**src/rtl/manch_pkg.sv**
```systemverilog
package manch_pkg;

    // Decoder FSM states
    typedef enum logic [1:0] {
        ST_HUNT    = 2'd0,   // no timing reference, first edge is taken
        ST_LOCKOUT = 2'd1,   // edges ignored after an accepted one
        ST_WAIT    = 2'd2    // window open for the next mid-cell edge
    } dec_state_e;

endpackage

```
**src/rtl/manch_sync_edge.sv**
```systemverilog
module manch_sync_edge (
    input  logic clk_i,
    input  logic rst_i,
    input  logic line_i,
    output logic level_o,
    output logic edge_o
);

    logic meta_q;
    logic sync_q;
    logic prev_q;

    // Two-flop synchronizer plus one history flop
    always_ff @(posedge clk_i) begin
        if (rst_i) begin
            meta_q <= 1'b0;
            sync_q <= 1'b0;
            prev_q <= 1'b0;
        end else begin
            meta_q <= line_i;
            sync_q <= meta_q;
            prev_q <= sync_q;
        end
    end

    assign level_o = sync_q;
    assign edge_o  = sync_q ^ prev_q;

endmodule

```
**src/rtl/manch_lock_track.sv**
```systemverilog
module manch_lock_track #(
    parameter int GAP_MAX = 6,
    parameter int LOCK_N  = 4,
    parameter int CW      = 4
) (
    input  logic          clk_i,
    input  logic          rst_i,
    input  logic          accept_i,
    input  logic          first_i,
    input  logic [CW-1:0] gap_i,
    input  logic          clear_i,
    output logic          lock_o
);

    localparam int SW = $clog2(LOCK_N + 1);

    logic [SW-1:0] streak_q;
    logic [SW-1:0] streak_nx;

    always_comb begin
        streak_nx = streak_q;
        if (accept_i) begin
            if (first_i || (gap_i > CW'(GAP_MAX)))
                streak_nx = SW'(1);
            else if (streak_q < SW'(LOCK_N))
                streak_nx = streak_q + SW'(1);
        end
    end

    always_ff @(posedge clk_i) begin
        if (rst_i || clear_i) begin
            streak_q <= '0;
            lock_o   <= 1'b0;
        end else if (accept_i) begin
            streak_q <= streak_nx;
            lock_o   <= (streak_nx == SW'(LOCK_N));
        end
    end

    // lock can only come up on an accepted edge
    a_r6_lock_rise_on_accept: assert property (@(posedge clk_i) disable iff (rst_i)
        $rose(lock_o) |-> $past(accept_i));

    // a timeout clears the lock flag
    a_r7_timeout_clears: assert property (@(posedge clk_i) disable iff (rst_i)
        clear_i |=> !lock_o);

endmodule

```
**src/rtl/manch_decoder.sv**
```systemverilog
module manch_decoder #(
    parameter int OSR    = 5,
    parameter int TOL    = 1,
    parameter int LOCK_N = 4
) (
    input  logic clk_i,
    input  logic rst_i,
    input  logic line_i,
    output logic bit_o,
    output logic bit_valid_o,
    output logic locked_o
);
    import manch_pkg::*;

    localparam int LOCK_LEN = (3 * OSR) / 4;
    localparam int TMO_LEN  = (3 * OSR) / 2;
    localparam int GAP_MAX  = OSR + TOL;
    localparam int CW       = $clog2(TMO_LEN + 2);

    logic          level_w;
    logic          edge_w;
    dec_state_e    state_q;
    dec_state_e    state_nx;
    logic [CW-1:0] since_q;
    logic          accept_w;
    logic          timeout_w;

    manch_sync_edge u_sync (
        .clk_i   (clk_i),
        .rst_i   (rst_i),
        .line_i  (line_i),
        .level_o (level_w),
        .edge_o  (edge_w)
    );

    // Next-state decision
    always_comb begin
        state_nx  = state_q;
        accept_w  = 1'b0;
        timeout_w = 1'b0;
        unique case (state_q)
            ST_HUNT: begin
                if (edge_w) begin
                    accept_w = 1'b1;
                    state_nx = ST_LOCKOUT;
                end
            end
            ST_LOCKOUT: begin
                if (since_q == CW'(LOCK_LEN))
                    state_nx = ST_WAIT;
            end
            ST_WAIT: begin
                if (edge_w) begin
                    accept_w = 1'b1;
                    state_nx = ST_LOCKOUT;
                end else if (since_q == CW'(TMO_LEN)) begin
                    timeout_w = 1'b1;
                    state_nx  = ST_HUNT;
                end
            end
            default: state_nx = ST_HUNT;
        endcase
    end

    // State register and sample counter since the last accepted edge
    always_ff @(posedge clk_i) begin
        if (rst_i) begin
            state_q <= ST_HUNT;
            since_q <= '0;
        end else begin
            state_q <= state_nx;
            if (accept_w)
                since_q <= CW'(1);
            else if (state_q != ST_HUNT)
                since_q <= since_q + CW'(1);
        end
    end

    // Outputs
    always_ff @(posedge clk_i) begin
        if (rst_i) begin
            bit_o       <= 1'b0;
            bit_valid_o <= 1'b0;
        end else begin
            bit_valid_o <= accept_w;
            if (accept_w)
                bit_o <= level_w;
        end
    end

    manch_lock_track #(
        .GAP_MAX (GAP_MAX),
        .LOCK_N  (LOCK_N),
        .CW      (CW)
    ) u_lock (
        .clk_i    (clk_i),
        .rst_i    (rst_i),
        .accept_i (accept_w),
        .first_i  (state_q == ST_HUNT),
        .gap_i    (since_q),
        .clear_i  (timeout_w),
        .lock_o   (locked_o)
    );

    // the strobe never lasts two cycles
    a_r5_valid_single: assert property (@(posedge clk_i) disable iff (rst_i)
        bit_valid_o |=> !bit_valid_o);

    // nothing is accepted while locked out
    a_r4_lockout_quiet: assert property (@(posedge clk_i) disable iff (rst_i)
        (state_q == ST_LOCKOUT) |=> !bit_valid_o);

    // data holds between strobes
    a_r2_data_hold: assert property (@(posedge clk_i) disable iff (rst_i)
        !bit_valid_o |-> $stable(bit_o));

    // hunting implies not locked
    a_r7_hunt_unlocked: assert property (@(posedge clk_i) disable iff (rst_i)
        (state_q == ST_HUNT) |-> !locked_o);

    // every strobe follows a detected edge
    a_r1_valid_after_edge: assert property (@(posedge clk_i) disable iff (rst_i)
        bit_valid_o |-> $past(edge_w));

endmodule

```
**config.mk**
```make
export PLATFORM = sky130hd
export DESIGN_NAME = manch_decoder
export DESIGN_NICKNAME = d
export VERILOG_FILES = /design/src/rtl/manch_pkg.sv /design/src/rtl/manch_sync_edge.sv /design/src/rtl/manch_lock_track.sv /design/src/rtl/manch_decoder.sv
export SDC_FILE = /design/constraint.sdc
export NUM_CORES = 1
export LEC_CHECK = 0
export BUFFER_PORTS_ARGS = -buffer_cell sky130_fd_sc_hd__buf_2
export CORE_UTILIZATION = 48
export CTS_CLUSTER_DIAMETER = 30
export DETAILED_ROUTE_END_ITERATION = 10
export PLACE_DENSITY = 0.65
export SKIP_CTS_REPAIR_TIMING = 1
export SYNTH_ARGS = -nofsm -noshare
export SYNTH_HDL_FRONTEND = slang
export SYNTH_HIERARCHICAL = 1
export SYNTH_SLANG_ARGS = --single-unit
```
**constraint.sdc**
```tcl
create_clock -name clk_i -period 2.1 [get_ports clk_i]
set_clock_uncertainty 0.2 [all_clocks]
set_input_delay 0.42 -clock clk_i [delete_from_list [all_inputs] [get_ports clk_i]]
set_output_delay 0.42 -clock clk_i [all_outputs]
set_load 0.05 [all_outputs]
```
==> results of run 1 <==
area by class of cell:
type | count | area (um^2)
Clock buffer | 3 | 22.5
Clock inverter | 1 | 5.00
Fill cell | 132 | 567
Inverter | 2 | 7.51
Multi-Input combinational cell | 53 | 372
Sequential cell | 15 | 300
Tap cell | 15 | 18.8
Timing Repair Buffer | 5 | 25.0
metal layers:
metal	global-route usage, %	vias to the layer above	part of all wire, %
met3	3.41	2	2.6
li1	-	275	-
met4	7.76	0	1.3
met5	0	-	0
met2	27.0	10	44
met1	20.8	232	52
cell families after synthesis:
kind of cell               Yosys count
and+or+nand+nor                     28
adders and majority gates            2
AOI/OAI and AO/OA                   18
xor gates and xnor gates             3
DFF                                 15
buffers and inverters                3
muxes                                2
report_power, final:
group | total, W | switching, W | internal [W]
combinational | 0.0000495 | 0.0000299 | 0.0000197
clock | 0.000162 | 0.0000909 | 0.0000707
sequential | 0.000306 | 0.0000120 | 0.000294
total | 0.000517 | 0.000133 | 0.000384
per-stage QoR:
step	power (W)	setup slack (ns)	std cells
finish	0.000517	0.263	94
global route	0.000538	0.136	94
CTS	0.000521	0.270	94
detailed placement	0.000362	0.305	90
global placement	0.000361	0.330	90
floorplan	0.000349	0.527	71
registers in the layout, indices dropped and copies added, names as in the netlist:
name	count
u_sync/meta_q	1
bit_valid_o	1
state_q	2
u_sync/prev_q	1
u_lock/streak_q	3
u_sync/level_o	1
bit_o	1
since_q	4
u_lock/lock_o	1
path summary, 6_finish.rpt:
kind / to / cells after the start / start / slack [ns]
setup / recovery: u_lock/streak_q[2]$_SDFFE_PP0P_ / 5 / u_sync/level_o$_SDFF_PP0_ / 0.26
hold / removal: u_sync/meta_q$_SDFF_PP0_ / 2 / line_i / 0.15
setup reg to reg: u_lock/streak_q[2]$_SDFFE_PP0P_ / 5 / u_sync/level_o$_SDFF_PP0_ / 0.26
hold reg to reg: u_sync/level_o$_SDFF_PP0_ / 1 / u_sync/meta_q$_SDFF_PP0_ / 0.25
placed cells by master, fill, tap and decap left out, types with 2 or more instances in the layout:
cell and count:
dfxtp_1 15, ha_1 2, nand4b_1 2, nor2b_1 6, nand3_1 3, a21oi_1 6
xor2_1 3, mux2i_1 2, nor2_1 6, nand2b_1 4, clkbuf_4 3, o21ai_0 4
buf_2 5
==> run summary, run 1 <==
Fin Hold WS: 0.147 ns
Maximum VDD drop: 0.390 mV
Count leader, synth: dfxtp_1
Design area: 751 um^2
Clk buf depth: 2
Max cap viols: 0
CP max stage delay: 0.37 ns
Post-route ant nets: 0
CP Class: reg -> reg
Yosys top cell by area: dfxtp_1
CTS tree: done
DIE HEIGHT: 39.8 um
Final setup viols: 0
Final Critical Period: 1.84 ns
Worst-Skew Late Latency: 0.28 ns
Fin nets: 85
DRT Pass-1 Iters: 4
Final Cycle Share: 87.5%
Synthesized flop and latch total: 15
Vias/cell: 5.52
Vias in the first global route: 435
Number of flops mapped to enable cells by yosys: 0
Top cells by count, synth: dfxtp_1 (15), a21oi_1 (6), nor2_1 (6), nor2b_1 (6)
DR iter-0 viols: 12
Mux cell area share after synthesis: 2.93%
Fraction of the mapped netlist area in simple logic gates: 23.6%
Setup crit end kind: flip-flop
RSZ-0062 raised after global routing: false
Main combinational cell family by area after synthesis: simple AND/OR/NAND/NOR gates
Ys async rst share: 0%
FP Rows: 13
Synth Area in Adders: 3.66%
Max-slew violations: 0
Dpl cell area: 723 um^2
DP HPWL: 807 um
Area growth from synthesis to layout: 9.69%
CTS Root Cell: clkbuf_4
Seq/Total Area, Yosys: 43.9%
Status: complete, no violations
Setup TNS: 0 ns
DR vias: 519
Slowest-stage cell, CP: dfxtp_1
Post-synthesis net count: 76
Distinct cell type count after synthesis: 29
H-tree levels: 1
Worst path top cell family by delay: compound AO/OA/AOI/OAI gates
Critical path buffer and inverter count: 1
CTS clk-pin slew, worst paths: 0.09 ns
Worst slew margin: 76.8%
Port bufs: 5
Routed WL per cell: 12.1 um
CP arrival: 1.81 ns
Clock sink count: 15
Worst setup SP type: flip-flop
Gpl congestion: 0.707
XOR/XNOR Fraction of Synth Area: 3.84%
Synth Area in Compound Gates: 20.3%
I/O pins: 6
Maximum operating frequency: 544 MHz
Die area: 0.00158 mm^2
Worst Path Max Fanout: 9
Worst hold path type: in -> reg
Mean Syn Cell Area: 9.64 um^2
Total core area: 0.00132 mm^2
Synth Flop Type: dfxtp_1
Critical Path RT: 2.08 ns
Yosys warning count: 6
PD cells: 689 mW/mm^2
Remaining DRCs: 0
Mapped Cells: 71
Wire length of the first global-routing pass: 1.75 mm
GRT Total Usage: 16.7%
Final Hold Fails: 0
Critical-path cell list: xor2_1, nand2b_1, inv_1, a21oi_1, a2111oi_2
Initial antenna violation count: 0
Largest net degree at the start of global routing: 13
CTS buffer count: 3
Final wirelength: 1.13 mm
Tightest Pin Transition: 0.348 ns
Area share of the largest cell type after synthesis: 43.9%
Overflow after GRT: 0
Mapped Area: 684 um^2
Top post-synthesis cells by area: dfxtp_1 (44%), nor2b_1 (5.5%), a21oi_1 (4.4%), a311oi_4 (3.8%), xor2_1 (3.8%)
Layout cells sized above 1: 16.5%
Die Span X: 39.8 um
Diode count: 0
Final Util: 57.0%
Initial Util: 51.9%
Leakage: 0.306 nW
No activity file was read; power rests on OpenSTA's default activity.
==> inputs of run 2 (changes only) <==
--- a/config.mk
+++ b/config.mk
@@ -10,6 +10,7 @@
 export CTS_CLUSTER_DIAMETER = 30
 export DETAILED_ROUTE_END_ITERATION = 10
 export PLACE_DENSITY = 0.65
+export RECOVER_POWER = 100
 export SKIP_CTS_REPAIR_TIMING = 1
 export SYNTH_ARGS = -nofsm -noshare
 export SYNTH_HDL_FRONTEND = slang
==> run summary, run 2 (synthesis results as in run 1) <==
Initial Util: 51.9% (unchanged)
Final Hold Fails: 0 (unchanged)
Post-route ant nets: 0 (unchanged)
Max reg flops: 4 (unchanged)
Clock sink count: 15 (unchanged)
Final Util: 55.9% (-1.0 points)
Worst Path Max Fanout: 9 (unchanged)
Area growth from synthesis to layout: 7.68%
Maximum operating frequency: 521 MHz (-4.3%)
H-tree levels: 1 (unchanged)
Fin nets: 85 (unchanged)
Total core area: 0.00132 mm^2 (unchanged)
RSZ-0062 raised after global routing: false
Total power: 0.000515 W (-0.40%)
Port bufs: 5 (unchanged)
R2R Setup Slk: 0.18 ns (-0.08 ns)
Worst Setup SP: u_sync/level_o$_SDFF_PP0_
Footprint of the multi-input gates: 363 um^2 (-2.4%)
Final wirelength: 1.15 mm (+1.2%)
Worst hold path type: in -> reg
Final Critical Period: 1.92 ns (+0.0816 ns)
Critical path buffer and inverter count: 1 (unchanged)
Critical-path cell list: xor2_1, nand2b_1, inv_1, a21oi_1, a2111oi_0
CTS Root Cell: clkbuf_4
Setup crit end kind: flip-flop
PD cells: 699 mW/mm^2 (+1.5%)
Remaining DRCs: 0 (unchanged)
Clk buf depth: 2 (unchanged)
Pre-CTS setup slack: 0.305 ns (unchanged)
CTS clk-pin slew, worst paths: 0.09 ns (about the same)
DR vias: 523 (+0.77%)
Die Span X: 39.8 um (unchanged)
Hold path endpoint: u_sync/meta_q$_SDFF_PP0_
Initial antenna violation count: 0 (unchanged)
Die area: 0.00158 mm^2 (unchanged)
Leakage: 0.289 nW (-5.5%)
Maximum VDD drop: 0.389 mV (-0.38%)
Critical Path RT: 2.04 ns (-0.04 ns)
Worst-Skew Late Latency: 0.28 ns (about the same)
Largest net degree at the start of global routing: 13 (unchanged)
R2R depth: 5 (unchanged)
Diode count: 0 (unchanged)
Worst path top cell family by delay: compound AO/OA/AOI/OAI gates
CTS tree: done
Worst setup SP type: flip-flop
Vias/cell: 5.56 (+0.77%)
Final Cycle Share: 91.4% (+3.9 points)
CP arrival: 1.86 ns (+0.05 ns)
Wire length of the first global-routing pass: 1.75 mm (unchanged)
Max cap viols: 0 (unchanged)
DRT Pass-1 Iters: 4 (unchanged)
CP Class: reg -> reg
Fin Hold WS: 0.147 ns (-0.000295 ns)
Status: complete, no violations
Routed WL per cell: 12.2 um (+1.2%)
GRT Total Usage: 16.7% (unchanged)
Min-delay src: line_i
Layout cells sized above 1: 8.86% (-7.6 points)
I/O pins: 6 (unchanged)
Worst Slack Setup Final: 0.181 ns (-0.0816 ns)
Reg-to-reg startpoint: u_sync/level_o$_SDFF_PP0_
Most frequent cells in the layout: dfxtp_1 (15), nor2_1 (7), nor2b_1 (6), a21oi_1 (6), o21ai_0 (5)
Register Area: 300 um^2 (unchanged)
CP max stage delay: 0.43 ns (+0.06 ns)
CTS buffer count: 3 (unchanged)
Setup TNS: 0 ns (unchanged)
Most flop-heavy register: since_q
Hold Path Depth: 2 (unchanged)
Fill cells: 138 (+4.5%)
Slowest-stage cell, CP: a2111oi_0
Worst slew margin: 60.8% (-16 points)
Worst reg2reg endpoint: u_lock/streak_q[2]$_SDFFE_PP0P_
Tightest Pin Transition: 0.590 ns (+0.243 ns)
Max-slew violations: 0 (unchanged)
Biggest regs: since_q x4, u_lock/streak_q x3, state_q x2
Overflow after GRT: 0 (unchanged)
Most common cell after layout, fill and taps aside: dfxtp_1
FP Rows: 13 (unchanged)
Final setup viols: 0 (unchanged)
DR iter-0 viols: 7 (-5)
DIE HEIGHT: 39.8 um (unchanged)
Vias in the first global route: 435 (unchanged)
DP HPWL: 807 um (unchanged)
Gpl congestion: 0.707 (unchanged)
-- run 2: metal layers --
| metal | track usage (%) | wire length (um) |
|---|---|---|
| met5 | 0 | 0 |
| met1 | 20.8 | 578 |
| met2 | 27.0 | 517 |
| met4 | 7.76 | 15 |
| met3 | 3.41 | 37 |
-- run 2: stage by stage --
step           area, um^2  instances
6_report              737         94
5_1_grt               737         94
4_1_cts               751         94
3_5_place_dp          723         90
3_3_place_gp          723         90
2_1_floorplan         684         71
-- run 2: final cells by class --
type / instances / area share, %
Clock buffer: 3 / 3.06
Clock inverter: 1 / 0.679
Inverter: 2 / 1.02
Multi-Input combinational cell: 53 / 49.2
Sequential cell: 15 / 40.7
Tap cell: 15 / 2.55
Timing Repair Buffer: 5 / 2.72
-- run 2: worst max-delay path by stage --
stage,end,slack (ns),depth (start not counted)
after floorplan,u_lock/streak_q[2]$_SDFFE_PP0P_,0.53,6
after global placement,u_lock/streak_q[2]$_SDFFE_PP0P_,0.33,5
after detailed placement,u_lock/streak_q[2]$_SDFFE_PP0P_,0.31,5
after CTS,u_lock/lock_o$_SDFFE_PP0P_,0.27,6
after global routing,u_lock/lock_o$_SDFFE_PP0P_,0.11,6
final,u_lock/streak_q[2]$_SDFFE_PP0P_,0.18,5
-- run 2: worst register-to-register path, cell delays in order (launching register included) --
cell	delay, ns
dfxtp_1	0.37
xor2_1	0.21
nand2b_1	0.20
inv_1	0.27
a21oi_1	0.10
a2111oi_0	0.43
-- run 2: report_power, final --
group          switching (W)  internal [W]  total (W)
registers          0.0000115      0.000294   0.000306
clock network      0.0000909     0.0000707   0.000162
logic              0.0000293     0.0000186  0.0000479
total               0.000132      0.000383   0.000515
==> inputs of run 3 (changes only) <==
==> constraint.sdc (replaced) <==
create_clock -name clk_i -period 2.1 [get_ports clk_i]
set_clock_uncertainty 0.2 [all_clocks]
set_input_delay 0.21 -clock clk_i [delete_from_list [all_inputs] [get_ports clk_i]]
set_output_delay 0.21 -clock clk_i [all_outputs]
set_load 0.05 [all_outputs]
==> run summary, run 3 (synthesis results as in run 1) <==
Final Hold Fails: 0 (unchanged)
CTS buffer count: 3 (unchanged)
Worst hold path type: in -> reg
Final wirelength: 1.15 mm (+0.44%)
Max reg flops: 4 (unchanged)
Final setup viols: 0 (unchanged)
Worst Setup SP: u_sync/level_o$_SDFF_PP0_
Area growth from synthesis to layout: 9.32%
Post-route ant nets: 0 (unchanged)
DP HPWL: 807 um (unchanged)
R2R depth: 5 (unchanged)
Design area: 748 um^2 (+1.5%)
GR Util met1: 20.8% (unchanged)
Status: complete, no violations
Fill cells: 136 (-1.4%)
Leakage: 0.295 nW (+2.0%)
CTS clk-pin slew, worst paths: 0.09 ns (about the same)
Biggest regs: since_q x4, u_lock/streak_q x3, state_q x2
Met3 usage: 3.41% (unchanged)
Vias/cell: 5.55 (-0.30%)
Worst-Skew Late Latency: 0.28 ns (about the same)
Worst Path Max Fanout: 9 (unchanged)
CTS tree: done
Setup TNS: 0 ns (unchanged)
Routed WL per cell: 12.1 um (-0.62%)
Largest net degree at the start of global routing: 13 (unchanged)
I/O pins: 6 (unchanged)
Diode count: 0 (unchanged)
RSZ-0062 raised after global routing: false
Port bufs: 5 (unchanged)
Layout cells sized above 1: 10.0% (+1.1 points)
Clk buf depth: 2 (unchanged)
CP Class: reg -> reg
Remaining DRCs: 0 (unchanged)
Vias in the first global route: 435 (unchanged)
CTS Root Cell: clkbuf_4
Most flop-heavy register: since_q
Critical path endpoint: u_lock/streak_q[2]$_SDFFE_PP0P_
Final Critical Period: 1.92 ns (+0.00264 ns)
Overflow after GRT: 0 (unchanged)
Die Span X: 39.8 um (unchanged)
PD cells: 691 mW/mm^2 (-1.2%)
Final Cycle Share: 91.5% (+0.13 points)
FP Rows: 13 (unchanged)
Worst slew margin: 60.8% (unchanged)
Clock sink count: 15 (unchanged)
Initial Util: 51.9% (unchanged)
H-tree levels: 1 (unchanged)
Maximum operating frequency: 521 MHz (-0.14%)
DR vias: 527 (+0.76%)
DRT Pass-1 Iters: 4 (unchanged)
Met2 global-route usage: 27.0% (unchanged)
Worst setup SP type: flip-flop
Gpl congestion: 0.707 (unchanged)
CP arrival: 1.86 ns (about the same)
Most frequent cells in the layout: dfxtp_1 (15), nor2_1 (7), nor2b_1 (6), a21oi_1 (6), o21ai_0 (5)
Maximum VDD drop: 0.389 mV (about the same)
Max-slew violations: 0 (unchanged)
DIE HEIGHT: 39.8 um (unchanged)
DR iter-0 viols: 7 (unchanged)
Top Usage Layer GRT: met2
Tightest Pin Transition: 0.590 ns (unchanged)
Max cap viols: 0 (unchanged)
Total core area: 0.00132 mm^2 (unchanged)
Wire length of the first global-routing pass: 1.75 mm (unchanged)
Most common cell after layout, fill and taps aside: dfxtp_1
Setup crit end kind: flip-flop
Initial antenna violation count: 0 (unchanged)
Dpl cell area: 723 um^2 (unchanged)
Worst reg2reg endpoint: u_lock/streak_q[2]$_SDFFE_PP0P_
GRT Total Usage: 16.7% (unchanged)
R2R Setup Slk: 0.18 ns (about the same)
Fin nets: 86 (+1.2%)
Critical Path RT: 2.04 ns (about the same)
Reg-to-reg startpoint: u_sync/level_o$_SDFF_PP0_
Die area: 0.00158 mm^2 (unchanged)
-- run 3: where the power goes --
part / total (W) / switching, W / internal, W
clock network: 0.000162 / 0.0000910 / 0.0000707
registers: 0.000306 / 0.0000116 / 0.000294
logic: 0.0000492 / 0.0000293 / 0.0000200
-- run 3: worst max-delay path, stage by stage, from the launching register on --
cell and delay [ns]:
dfxtp_1 0.37, xor2_1 0.21, nand2b_1 0.20, inv_1 0.26, a21oi_1 0.10, a2111oi_0 0.44
-- run 3: final cells by class --
class | count | area, um^2 | share of cell area, %
sequential | 15 | 300 | 40.1
multi-input combinational | 53 | 363 | 48.5
clock buffer | 3 | 22.5 | 3.01
timing repair buffer | 6 | 31.3 | 4.18
clock inverter | 1 | 5.00 | 0.669
tap | 15 | 18.8 | 2.51
inverter | 2 | 7.51 | 1.00
-- run 3: per-stage QoR --
step                      hold slack (ns)  total power, W  utilization, %  setup WS (ns)  instances
after floorplan                    0.0791        0.000349               -          0.527         71
after global placement              0.220        0.000361            54.9          0.330         90
after detailed placement            0.230        0.000362            54.9          0.305         90
after CTS                         -0.0670        0.000521            57.0          0.270         94
after global routing               0.0411        0.000538            56.8          0.111         95
final                              0.0333        0.000517            56.8          0.179         95
-- run 3: worst min-delay path by stage --
stage,to,start,cells after the start
3_5_place_dp,u_sync/level_o$_SDFF_PP0_,u_sync/meta_q$_SDFF_PP0_,1
6_report,bit_o$_SDFFE_PP0P_,rst_i,2
3_3_place_gp,u_sync/level_o$_SDFF_PP0_,u_sync/meta_q$_SDFF_PP0_,1
2_1_floorplan,since_q[0]$_SDFFE_PP0P_,rst_i,1
4_1_cts,u_sync/meta_q$_SDFF_PP0_,line_i,2
5_1_grt,bit_valid_o$_SDFF_PP0_,rst_i,2
-- run 3: per-layer routing --
metal	vias to the layer above	wire, um
met5	-	0
met4	0	15
met3	2	34
met2	12	526
met1	237	576
li1	276	-
